===== config.mk =====
export PLATFORM = sky130hd
export DESIGN_NAME = otp_page_ctrl
export DESIGN_NICKNAME = d
export VERILOG_FILES = /design/src/rtl/otp_pkg.sv /design/src/rtl/otp_crc8.sv /design/src/rtl/otp_store.sv /design/src/rtl/otp_page_ctrl.sv
export SDC_FILE = /design/constraint.sdc
export NUM_CORES = 2
export LEC_CHECK = 0
export BUFFER_PORTS_ARGS = -buffer_cell sky130_fd_sc_hd__buf_2
export CORE_MARGIN = 2
export CORE_UTILIZATION = 35
export CTS_BUF_LIST = sky130_fd_sc_hd__clkbuf_2 sky130_fd_sc_hd__clkbuf_4 sky130_fd_sc_hd__clkbuf_8
export DETAILED_ROUTE_END_ITERATION = 6
export HOLD_SLACK_MARGIN = 0.06
export PLACE_DENSITY_LB_ADDON = 0.08
export SYNTH_ARGS = -nofsm -noshare
export SYNTH_HDL_FRONTEND = slang
export SYNTH_SLANG_ARGS = --single-unit

===== constraint.sdc =====
create_clock -name clk -period 5.75 [get_ports clk]
set_input_delay 0.2875 -clock clk [delete_from_list [all_inputs] [get_ports clk]]
set_output_delay 0.2875 -clock clk [all_outputs]
set_load 0.1 [all_outputs]

===== src/rtl/otp_pkg.sv =====
package otp_pkg;
  typedef enum logic [2:0] {
    OP_RD_START = 3'd0,
    OP_RD_NEXT  = 3'd1,
    OP_PRG_DATA = 3'd2,
    OP_PRG_STAT = 3'd3,
    OP_RD_STAT  = 3'd4,
    OP_RD_ID    = 3'd5
  } otp_op_e;

  localparam logic [7:0] CRC_POLY_REFL = 8'h8C;
  localparam logic [7:0] BLANK_BYTE    = 8'hFF;
endpackage


===== src/rtl/otp_crc8.sv =====
module otp_crc8
  import otp_pkg::*;
#(
  parameter int NBYTES = 3
) (
  input  logic [7:0]          seed,
  input  logic [8*NBYTES-1:0] bytes_in,
  output logic [7:0]          crc_out
);
  logic [7:0] stage [NBYTES+1];

  assign stage[0] = seed;

  for (genvar b = 0; b < NBYTES; b++) begin : g_byte
    logic [7:0] bitc [9];
    assign bitc[0] = stage[b];
    for (genvar i = 0; i < 8; i++) begin : g_bit
      logic fb;
      assign fb = bitc[i][0] ^ bytes_in[8*b+i];
      assign bitc[i+1] = (bitc[i] >> 1) ^ (fb ? CRC_POLY_REFL : 8'h00);
    end
    assign stage[b+1] = bitc[8];
  end

  assign crc_out = stage[NBYTES];
endmodule


===== src/rtl/otp_store.sv =====
module otp_store
  import otp_pkg::*;
#(
  parameter int PAGES      = 4,
  parameter int PAGE_BYTES = 32,
  parameter int STAT_BYTES = 8,
  localparam int OFF_W     = $clog2(PAGE_BYTES),
  localparam int PG_W      = $clog2(PAGES),
  localparam int ADDR_W    = OFF_W + PG_W,
  localparam int SA_W      = $clog2(STAT_BYTES)
) (
  input  logic              clk,
  input  logic              rst_n,
  input  logic              wr_en,
  input  logic              wr_stat,
  input  logic [ADDR_W-1:0] wr_addr,
  input  logic [7:0]        wr_mask,
  output logic [7:0]        wr_cur,
  input  logic [ADDR_W-1:0] rd_addr,
  output logic [7:0]        rd_data,
  input  logic [SA_W-1:0]   st_addr,
  output logic [7:0]        st_data,
  output logic [PAGES-1:0]  page_open
);
  logic [PAGES-1:0][7:0] page_rd;
  logic [PAGES-1:0][7:0] page_cur;
  logic [7:0]            stat_q [STAT_BYTES];

  for (genvar p = 0; p < PAGES; p++) begin : g_page
    logic [7:0] cell_q [PAGE_BYTES];
    logic       sel;

    assign sel = wr_en && !wr_stat && (wr_addr[ADDR_W-1:OFF_W] == PG_W'(p));

    always_ff @(posedge clk or negedge rst_n) begin
      if (!rst_n) begin
        for (int k = 0; k < PAGE_BYTES; k++) cell_q[k] <= BLANK_BYTE;
      end else if (sel) begin
        cell_q[wr_addr[OFF_W-1:0]] <= cell_q[wr_addr[OFF_W-1:0]] & wr_mask;
      end
    end

    assign page_rd[p]  = cell_q[rd_addr[OFF_W-1:0]];
    assign page_cur[p] = cell_q[wr_addr[OFF_W-1:0]];
  end

  always_ff @(posedge clk or negedge rst_n) begin
    if (!rst_n) begin
      for (int k = 0; k < STAT_BYTES; k++) stat_q[k] <= BLANK_BYTE;
    end else if (wr_en && wr_stat) begin
      stat_q[wr_addr[SA_W-1:0]] <= stat_q[wr_addr[SA_W-1:0]] & wr_mask;
    end
  end

  assign rd_data   = page_rd[rd_addr[ADDR_W-1:OFF_W]];
  assign wr_cur    = wr_stat ? stat_q[wr_addr[SA_W-1:0]] : page_cur[wr_addr[ADDR_W-1:OFF_W]];
  assign st_data   = stat_q[st_addr];
  assign page_open = stat_q[0][PAGES-1:0];
endmodule


===== src/rtl/otp_page_ctrl.sv =====
module otp_page_ctrl
  import otp_pkg::*;
#(
  parameter int          PAGES      = 4,
  parameter int          PAGE_BYTES = 32,
  parameter int          STAT_BYTES = 8,
  parameter logic [63:0] DEV_ID     = 64'h5A3C_9E17_0B84_D2E1,
  localparam int         OFF_W      = $clog2(PAGE_BYTES),
  localparam int         PG_W       = $clog2(PAGES),
  localparam int         ADDR_W     = OFF_W + PG_W,
  localparam int         SA_W       = $clog2(STAT_BYTES)
) (
  input  logic              clk,
  input  logic              rst_n,
  input  logic              cmd_valid,
  input  logic [2:0]        cmd_op,
  input  logic [ADDR_W-1:0] cmd_addr,
  input  logic [7:0]        cmd_data,
  input  logic              prog_pulse,
  output logic              busy,
  output logic              rsp_valid,
  output logic [7:0]        rsp_data,
  output logic [7:0]        rsp_crc,
  output logic              rsp_err,
  output logic              rsp_end
);
  // pointer with one extra bit that marks "past the end"
  logic [ADDR_W:0]   ptr_q, ptr_d;
  logic [7:0]        crc_q, crc_d;
  logic              pend_q, pend_d;
  logic              pend_stat_q, pend_stat_d;
  logic [ADDR_W-1:0] pend_addr_q, pend_addr_d;
  logic [7:0]        pend_data_q, pend_data_d;
  logic              rv_q, rv_d;
  logic              rerr_q, rerr_d;
  logic              rend_q, rend_d;
  logic [7:0]        rdat_q, rdat_d;
  logic [7:0]        rcrc_q, rcrc_d;

  otp_op_e           op;
  logic [ADDR_W-1:0] rd_addr;
  logic [7:0]        rd_data, st_data, wr_cur, commit_val, id_byte;
  logic [PAGES-1:0]  page_open;
  logic              locked, commit;
  logic [7:0]        shot_cmd, shot_addr, shot_data, shot_crc, step_crc;

  assign op         = otp_op_e'(cmd_op);
  assign commit     = pend_q && prog_pulse;
  assign rd_addr    = (op == OP_RD_START) ? cmd_addr : ptr_q[ADDR_W-1:0];
  assign commit_val = wr_cur & pend_data_q;
  assign locked     = !page_open[cmd_addr[ADDR_W-1:OFF_W]];
  assign id_byte    = DEV_ID[{cmd_addr[2:0], 3'b000} +: 8];

  otp_store #(
    .PAGES     (PAGES),
    .PAGE_BYTES(PAGE_BYTES),
    .STAT_BYTES(STAT_BYTES)
  ) i_store (
    .clk      (clk),
    .rst_n    (rst_n),
    .wr_en    (commit),
    .wr_stat  (pend_stat_q),
    .wr_addr  (pend_addr_q),
    .wr_mask  (pend_data_q),
    .wr_cur   (wr_cur),
    .rd_addr  (rd_addr),
    .rd_data  (rd_data),
    .st_addr  (cmd_addr[SA_W-1:0]),
    .st_data  (st_data),
    .page_open(page_open)
  );

  // one-shot transaction CRC: opcode, address, data
  always_comb begin
    if (pend_q) begin
      shot_cmd  = pend_stat_q ? 8'(OP_PRG_STAT) : 8'(OP_PRG_DATA);
      shot_addr = 8'(pend_addr_q);
      shot_data = commit_val;
    end else begin
      shot_cmd  = 8'(cmd_op);
      shot_addr = 8'(cmd_addr);
      case (op)
        OP_RD_STAT: shot_data = st_data;
        OP_RD_ID:   shot_data = id_byte;
        default:    shot_data = rd_data;
      endcase
    end
  end

  otp_crc8 #(.NBYTES(3)) i_crc_shot (
    .seed    (8'h00),
    .bytes_in({shot_data, shot_addr, shot_cmd}),
    .crc_out (shot_crc)
  );

  otp_crc8 #(.NBYTES(1)) i_crc_step (
    .seed    (crc_q),
    .bytes_in(rd_data),
    .crc_out (step_crc)
  );

  // next-state logic
  always_comb begin
    ptr_d       = ptr_q;
    crc_d       = crc_q;
    pend_d      = pend_q;
    pend_stat_d = pend_stat_q;
    pend_addr_d = pend_addr_q;
    pend_data_d = pend_data_q;
    rv_d        = 1'b0;
    rerr_d      = 1'b0;
    rend_d      = 1'b0;
    rdat_d      = rdat_q;
    rcrc_d      = rcrc_q;
    if (pend_q) begin
      if (prog_pulse) begin
        pend_d = 1'b0;
        rv_d   = 1'b1;
        rdat_d = commit_val;
        rcrc_d = shot_crc;
      end
    end else if (cmd_valid) begin
      case (op)
        OP_RD_START: begin
          rv_d   = 1'b1;
          rdat_d = rd_data;
          rcrc_d = shot_crc;
          crc_d  = shot_crc;
          ptr_d  = {1'b0, cmd_addr} + 1'b1;
        end
        OP_RD_NEXT: begin
          if (ptr_q[ADDR_W]) begin
            rend_d = 1'b1;
            rdat_d = BLANK_BYTE;
          end else begin
            rv_d   = 1'b1;
            rdat_d = rd_data;
            rcrc_d = step_crc;
            crc_d  = step_crc;
            ptr_d  = ptr_q + 1'b1;
          end
        end
        OP_PRG_DATA: begin
          if (locked) begin
            rerr_d = 1'b1;
          end else begin
            pend_d      = 1'b1;
            pend_stat_d = 1'b0;
            pend_addr_d = cmd_addr;
            pend_data_d = cmd_data;
          end
        end
        OP_PRG_STAT: begin
          pend_d      = 1'b1;
          pend_stat_d = 1'b1;
          pend_addr_d = cmd_addr;
          pend_data_d = cmd_data;
        end
        OP_RD_STAT, OP_RD_ID: begin
          rv_d   = 1'b1;
          rdat_d = shot_data;
          rcrc_d = shot_crc;
        end
        default: ;
      endcase
    end
  end

  // registers
  always_ff @(posedge clk or negedge rst_n) begin
    if (!rst_n) begin
      ptr_q  <= {1'b1, {ADDR_W{1'b0}}};
      crc_q  <= 8'h00;
      pend_q <= 1'b0;
      rv_q   <= 1'b0;
      rerr_q <= 1'b0;
      rend_q <= 1'b0;
      rdat_q <= 8'h00;
      rcrc_q <= 8'h00;
    end else begin
      ptr_q  <= ptr_d;
      crc_q  <= crc_d;
      pend_q <= pend_d;
      rv_q   <= rv_d;
      rerr_q <= rerr_d;
      rend_q <= rend_d;
      rdat_q <= rdat_d;
      rcrc_q <= rcrc_d;
    end
  end

  // pending payload, loaded only when a program command is taken
  always_ff @(posedge clk or negedge rst_n) begin
    if (!rst_n) begin
      pend_stat_q <= 1'b0;
      pend_addr_q <= '0;
      pend_data_q <= 8'h00;
    end else if (pend_d && !pend_q) begin
      pend_stat_q <= pend_stat_d;
      pend_addr_q <= pend_addr_d;
      pend_data_q <= pend_data_d;
    end
  end

  assign busy      = pend_q;
  assign rsp_valid = rv_q;
  assign rsp_data  = rdat_q;
  assign rsp_crc   = rcrc_q;
  assign rsp_err   = rerr_q;
  assign rsp_end   = rend_q;
endmodule


-- Yosys cells after proc, flatten, opt, wreduce, memory -nomap -nowiden
Cells that the tools add are included.
- register bits: 1140
- bits in latches: 0
- memory bits (writable): 0
- memory bits (read-only): 0
- bits of input ports: 22
- output and inout bits: 20
- word-level logic and storage cells: 392
- memories kept: 0
- $add $sub $neg: 2
- multiply operators: 0
- divide/modulo/power cells: 0
- order comparisons: 9
- equal/unequal tests: 12
- shift-type cells: 1
- muxes and demuxes: 121
- bitwise operators: 73
- reduce and logical (&&, ||, !) cells: 26
- operators with widths (operator ; count):
    bitwise mux 256 bit ; 4
    2-to-1 mux 8 bit ; 68
    binary-select mux 8 bit (select 5 bit) ; 8
    bitwise XOR 7 x 8 -> 8 bit ; 31
    case mux 8 bit (2 select lines) ; 5
    bitwise mux 64 bit ; 1
    variable part select 64 x 7 -> 8 bit, first input constant ; 1
    AND 8 bit ; 6
    binary-select mux 8 bit (select 3 bit) ; 2
    demux 8 bit (select 5 bit) ; 1
    binary-select mux 8 bit (select 2 bit) ; 2
    bitwise XOR 1 bit ; 25
    demux 8 bit (select 3 bit) ; 1
    case mux 8 bit (3 select lines) ; 1
    2-to-1 mux 7 bit ; 3
    2-to-1 mux 1 bit ; 19
    case mux 7 bit (2 select lines) ; 1
    >= comparator 6 bit, second input constant ; 2
    NOT 5 -> 6 bit ; 2
    logical AND 1 bit ; 10
    less-than comparator 2 x 3 -> 1 bit, second input constant ; 3
    adder 7 x 1 -> 8 bit, second input constant ; 1
    adder 8 x 1 -> 8 bit, second input constant ; 1
    >= comparator 4 bit, second input constant ; 2
    other kinds (26) ; 44

-- Longest topological paths before layout
- depth in word-level cells: 75
- mapped depth: 20
- gate-level depth less buffers: 14

-- Hierarchy
Synthesis repeated with hierarchy kept, for this count alone.
- cells, all modules: 4966
- area, all modules: 64569.4 µm²
- by module, submodules not included (module ; instances ; cells an instance ; area each (µm²) ; sequential area each (µm²)):
    otp_store ; 1 ; 4535 ; 60395.4 ; 28587.4
    otp_page_ctrl ; 1 ; 345 ; 3235.6 ; 1302.5
    otp_crc8 (i_crc_shot) ; 1 ; 60 ; 670.6 ; 0.0
    otp_crc8 (i_crc_step) ; 1 ; 26 ; 267.8 ; 0.0

-- Worst setup path before layout
No wires, ideal clock.
- path kind: reg2reg
- start point: reg pend_q (netlist: busy)
- end point: reg rcrc_q[7] (netlist: rsp_crc[7])
- library setup time: 0.076 ns
- data arrival time: 3.923 ns
- required time: 5.674 ns
- slack: 1.750 ns
- stages on the path, launching flop included: 14
- buffers on the path: 0
- period minus slack after synthesis: 4.000 ns
- cells stage by stage: dfrtp_1 > clkinv_1 > mux2i_1 > xor2_1 > xnor2_1 > or2_1 > a311oi_1 > nor4b_1 > nand3b_1 > xnor3_2 > xor2_1 > xor2_1 > nor2_1 > o21ai_1
- longest elaborated chain between the ends: 43
- RTL lines (element ; line ; source):
    start: declaration ; otp_page_ctrl.sv:30 ; logic pend_q, pend_d;
    start signal: assignment ; otp_page_ctrl.sv:183 ; pend_q <= pend_d;
    2-to-1 mux 3 bit ; otp_page_ctrl.sv:75 ; if (pend_q) begin
    bitwise XOR 1 bit ; otp_crc8.sv:19 ; assign fb = bitc[i][0] ^ bytes_in[8*b+i];
    2-to-1 mux 8 bit ; otp_crc8.sv:20 ; assign bitc[i+1] = (bitc[i] >> 1) ^ (fb ? CRC_POLY_REFL : 8'h00);
    bitwise XOR 7 x 8 -> 8 bit (3 in series) ; otp_crc8.sv:20 ;
    bitwise XOR 1 bit / bitwise XOR 7 x 8 -> 8 bit (equally long branches) ; otp_crc8.sv:19, otp_crc8.sv:20 ;
    2-to-1 mux 8 bit / bitwise XOR 1 bit (equally long branches) ; otp_crc8.sv:20, otp_crc8.sv:19 ;
    bitwise XOR 7 x 8 -> 8 bit / 2-to-1 mux 8 bit (equally long branches) ; otp_crc8.sv:20 ;
    bitwise XOR 7 x 8 -> 8 bit (2 in series) ; otp_crc8.sv:20 ;
    (+22 left out) ; -- ;
    bitwise XOR 7 x 8 -> 8 bit / 2-to-1 mux 8 bit (equally long branches) ; otp_crc8.sv:20 ;
    bitwise XOR 7 x 8 -> 8 bit (3 in series) ; otp_crc8.sv:20 ;
    bitwise XOR 1 bit ; otp_crc8.sv:19 ;
    2-to-1 mux 8 bit ; otp_crc8.sv:20 ;
    bitwise XOR 7 x 8 -> 8 bit ; otp_crc8.sv:20 ;
    case mux 8 bit (2 select lines) ; otp_page_ctrl.sv:123 ; case (op)
    2-to-1 mux 8 bit ; otp_page_ctrl.sv:122 ; end else if (cmd_valid) begin
    2-to-1 mux 8 bit ; otp_page_ctrl.sv:115 ; if (pend_q) begin
    end signal: assignment ; otp_page_ctrl.sv:188 ; rcrc_q <= rcrc_d;
    end: declaration ; otp_page_ctrl.sv:38 ; logic [7:0] rcrc_q, rcrc_d;
Parallel ways exist; a longest one is shown, timed or not. The select of a mux whose other input is x is not followed.
A chain may end at the register's enable or synchronous reset.

-- Worst setup path in the final report
- start point: reg ptr_q[4]
- end point: reg crc_q[0]
- longest elaborated chain between the ends: 22
- RTL lines (element ; line ; source):
    start: declaration ; otp_page_ctrl.sv:28 ; logic [ADDR_W:0] ptr_q, ptr_d;
    start signal: assignment ; otp_page_ctrl.sv:172 ; ptr_q <= {1'b1, {ADDR_W{1'b0}}};
    start signal: assignment ; otp_page_ctrl.sv:181 ; ptr_q <= ptr_d;
    2-to-1 mux 7 bit (*) ; otp_page_ctrl.sv:49 ; assign rd_addr = (op == OP_RD_START) ? cmd_addr : ptr_q[ADDR_W-1:0];
    NOT 5 -> 6 bit (not written as such) (*) ; otp_store.sv:43 ; assign page_rd[p] = cell_q[rd_addr[OFF_W-1:0]];
    binary-select mux 8 bit (select 5 bit) ; otp_store.sv:43 ;
    2-to-1 mux 8 bit (not written as such) (2 in series) ; otp_store.sv:43 ;
    binary-select mux 8 bit (select 2 bit) (*) ; otp_store.sv:55 ; assign rd_data = page_rd[rd_addr[ADDR_W-1:OFF_W]];
    2-to-1 mux 8 bit (not written as such) (*) ; otp_store.sv:55 ;
    case mux 8 bit (2 select lines) ; otp_page_ctrl.sv:82 ; case (op)
    2-to-1 mux 8 bit ; otp_page_ctrl.sv:75 ;
    bitwise XOR 1 bit ; otp_crc8.sv:19 ;
    2-to-1 mux 8 bit ; otp_crc8.sv:20 ;
    bitwise XOR 7 x 8 -> 8 bit (4 in series) ; otp_crc8.sv:20 ;
    bitwise XOR 1 bit ; otp_crc8.sv:19 ;
    2-to-1 mux 8 bit ; otp_crc8.sv:20 ;
    bitwise XOR 7 x 8 -> 8 bit (4 in series) ; otp_crc8.sv:20 ;
    case mux 8 bit (2 select lines) (*) ; otp_page_ctrl.sv:123 ;
    end signal: assignment ; otp_page_ctrl.sv:182 ; crc_q <= crc_d;
    end: declaration ; otp_page_ctrl.sv:29 ; logic [7:0] crc_q, crc_d;
Mark *: on every way between the ends. The rest lies on a longest branch, timed or not. The select of a mux whose other input is x is not followed.

==> summary.md <==
| Metric | Value |
|---|---|
| Row cnt | `161` |
| Iteration-0 DRC Markers | `6672` |
| Failing checks | `DRC, setup timing` |
| GRT Resource Usage Total | `33.14%` |
| Synthesized cell area | `68030 um2` |
| Reg-to-reg slack, setup | `-0.21 ns` |
| Ports | `42` |
| Synth unique cells | `109` |
| Worst Tran Pin Value | `between 1 and 1.5 ns` |
| Number of global-route vias before repair | `53180` |
| Syn-to-layout area delta | `15.54%` |
| Initial Util | `35.29%` |
| Clk_skew | `roughly 0.075 ns` |
| Worst Hold Class | `in -> async` |
| Commonest non-fill, non-tap cell in the layout | `mux2_2` |
| Hold slack | `0.2076 ns` |
| Arrival time at the worst endpoint | `6.86 ns` |
| CTS root buf | `clkbuf_8` |
| Die height | `444.9 um` |
| Status | `complete, but fails checks` |
| Pin count of the biggest net entering global routing | `169` |
| Leakage power | `30.03 nW` |
| Clk pin slew, worst setup/hold paths | `~0.060 ns` |
| Drt drc | `1` |
| Max incr delay on CP | `0.73 ns` |
| Worst-skew pair later-pin latency | `1.05 ns` |
| # fillers | `18390` |
| Critical path class | `reg -> reg` |
| Hold Violations, Final | `0` |
| Avg Vias per Cell | `6.368` |
| Cell with the most instances on the worst path | `buf_4` |
| Syn_nets | `5610` |
| Total CTS buffers | `216` |
| GR Overflow Total | `0` |
| Worst r2r dst | `crc_q[0]` |
| First-pass GRT wire length | `457.8 mm` |
| Ys async rst share | `100.0%` |
| Required time of the critical path | `6.65 ns` |
| Clock Sinks | `between 1000 and 1500` |
| WP depth | `17` |
| Place WS | `-0.1397 ns` |
| Synth Warn # | `0` |
| Initial antenna violation count | `24` |
| # setup viols final | `6` |
| Multi-input gate area in the final layout | `36070 um2` |
| Commonest cells after routing, fill and taps aside | `1152 x mux2_2, 1089 x dfstp_2, 422 x mux2i_1, 422 x buf_4, 406 x nand2_1` |
| Fin crit share | `103.7%` |
| GP Congestion | `0.9933` |
| RSZ-0062 raised after global routing | `no` |
| Max Cap Violations | `0` |
| Share of cells above drive strength 1 | `58.06%` |
| PwrDens | `316.1 nW/um2` |
| #FFs+latches synth | `1140` |
| WL/cell | `38.93 um` |
| Critical path's top delay family | `simple AND/OR/NAND/NOR gates` |
| Drt first pass iters | `7` |
| Avg Inst Size Synth | `12.19 um2` |
| Horiz. Die Dim | `444.9 um` |
| H-tree levels | `4` |
| Crit path cell chain | `nor3b_1, mux2i_2, nor2_1, buf_4, a22oi_1, a21oi_1, nor3_1, buf_4, nand4_1, buf_12, nor4_1, buf_4, o21ai_1, xor2_1, xnor3_1, nand2_1, a22oi_1` |
| CP max-delay cell | `dfrtp_1` |
| Worst-case clock buffer depth | `3` |
| Headroom to the max-slew limit | `approximately 12%` |
| Post-synth EDFFs | `0` |
| Post-synth top flop | `dfstp_2` |
| Crit path buf inv count | `4` |
| CTS tree | `built` |
| Core area | `192800 um2` |
| CP max FO | `12` |
| Number of nets with antenna violations after routing | `0` |
| DR vias | `around 55000` |
| R2R cell count | `17` |
| Type of element capturing the critical path | `register` |
| Cells after Synth | `between 5000 and 6000` |
| Sequential share of the synthesized area | `43.94%` |
| Register Area | `29900 um2` |
| PortBufs | `41` |
| Final worst slack | `-0.2139 ns` |
| Final count of pins violating max slew | `0` |
| R2R Path Start | `ptr_q[4]` |
| WL final | `333.8 mm` |
| CP Launch Type | `register` |
| Total Nets Final | `5889` |
| Maximum VDD drop | `0.0003096 V` |
| Die ar. | `about 200000 um2` |
| Fmax | `167.7 MHz` |
| HPWL after detailed placement | `233.1 mm` |
| Post-layout min period | `5.964 ns` |
[logic make-up after synthesis]
family	after synthesis	share of synthesized area, %
compound gates	884	9.161
buf+inv	487	3.388
fa+ha+maj	6	0.1103
flops	1140	43.94
mux	1841	34.04
simple gates	1153	8.282
xor+xnor	71	1.089
[cells in the mapped netlist (9+ instances only)]
library cell,instances,area [um2]
mux2_2,1152,12970
dfstp_2,1089,28610
mux2i_1,425,4254
nand2_1,407,1528
mux4_2,260,5856
clkbuf_1,239,897.1
nor2_1,224,840.8
buf_2,140,700.7
o22ai_1,134,838.3
o21ai_0,126,630.6
nand3_1,124,620.6
a211oi_1,122,915.9
and3_1,115,719.4
a22oi_1,93,698.2
a21oi_1,87,435.4
a31oi_1,70,437.9
dfrtp_1,51,1276
nand4_1,51,319.1
buf_1,38,142.6
nor3_1,38,190.2
xnor2_1,38,332.8
nor2b_1,35,219.0
a311oi_1,34,297.8
buf_4,33,247.7
and2_1,30,187.7
nor4_1,28,175.2
a2111oi_0,22,192.7
a221oi_1,22,192.7
buf_6,22,247.7
xor2_1,21,183.9
o211ai_1,15,112.6
a22o_1,14,122.6
nand2b_1,14,87.58
a32oi_1,13,113.9
nand3b_1,13,97.59
inv_1,12,45.04
a211o_1,10,87.58
or3_1,10,62.56
o2111ai_1,9,78.83
o21ai_1,9,45.04
[power breakdown]
part / leakage [nW] / internal (W) / total, W / switching, W
clock network: 2.58 / 0.00502 / 0.00894 / 0.00393
registers: 11.8 / 0.00819 / 0.00839 / 0.000203
logic: 15.6 / 0.00232 / 0.00751 / 0.00519
total: 30.0 / 0.0155 / 0.0248 / 0.00932
[how the worst max path moves through the flow]
stage,startpoint,endpoint,slack (ns)
global route,ptr_q[0],rsp_crc[5],0.01
CTS,ptr_q[0],crc_q[0],0.16
detailed placement,cmd_op[1],crc_q[0],-0.14
floorplan,busy,rsp_crc[7],1.75
global placement,cmd_op[1],crc_q[5],-0.09
finish,ptr_q[4],crc_q[0],-0.21
[metal layers]
metal | share of wire [%] | vias to the layer above | track usage (%) | wire length (um)
met1 | 43 | 28910 | 45.66 | 142300
met2 | 42 | 3026 | 47.20 | 139000
li1 | - | 21860 | - | -
met4 | 6.0 | 14 | 17.53 | 20190
met3 | 9.7 | 787 | 8.963 | 32230
met5 | 0.028 | - | 0 | 92
[through the flow]
| step | util (%) | total power (W) | area, um2 | TNS, ns | std cells |
|---|---|---|---|---|---|
| detailed placement | 38.10 | 0.01576 | 73450 | -1.030 | 8140 |
| floorplan | - | 0.01247 | 68030 | 0 | 5582 |
| global placement | 38.08 | 0.01578 | 73420 | -0.6079 | 8139 |
| finish | 40.78 | 0.02485 | 78610 | -1.047 | 8574 |
| CTS | 40.76 | 0.02483 | 78580 | 0 | 8566 |
| global route | 40.77 | 0.02553 | 78600 | 0 | 8570 |
[cell type report]
| cell class | instances | share of cell area [%] |
|---|---|---|
| multi-input combinational | 3955 | 45.89 |
| sequential | 1140 | 38.04 |
| timing repair buffer | 535 | 5.821 |
| clock buffer | 351 | 5.589 |
| tap | 2526 | 4.021 |
| clock inverter | 46 | 0.5539 |
| inverter | 13 | 0.06208 |
| antenna | 8 | 0.02547 |
[timing repair]
action,CTS,global route
endpoints found under the hold margin,178,0
setup buffers,0,0
hold buffers,29,0
resized for setup,0,1
setup endpoints to repair,0,8
[state kept, by name (all words and copies together) (netlist names)]
signal and count:
i_store.stat_q 60, pend_data_q 8, rsp_err 1, pend_stat_q 1, busy 1, rsp_valid 1, rsp_crc 8, i_store.page_open 4
pend_addr_q 7, rsp_end 1, rsp_data 8, ptr_q 8, i_store.g_page.cell_q 1024, crc_q 8
(Power assumes the default switching activity.)
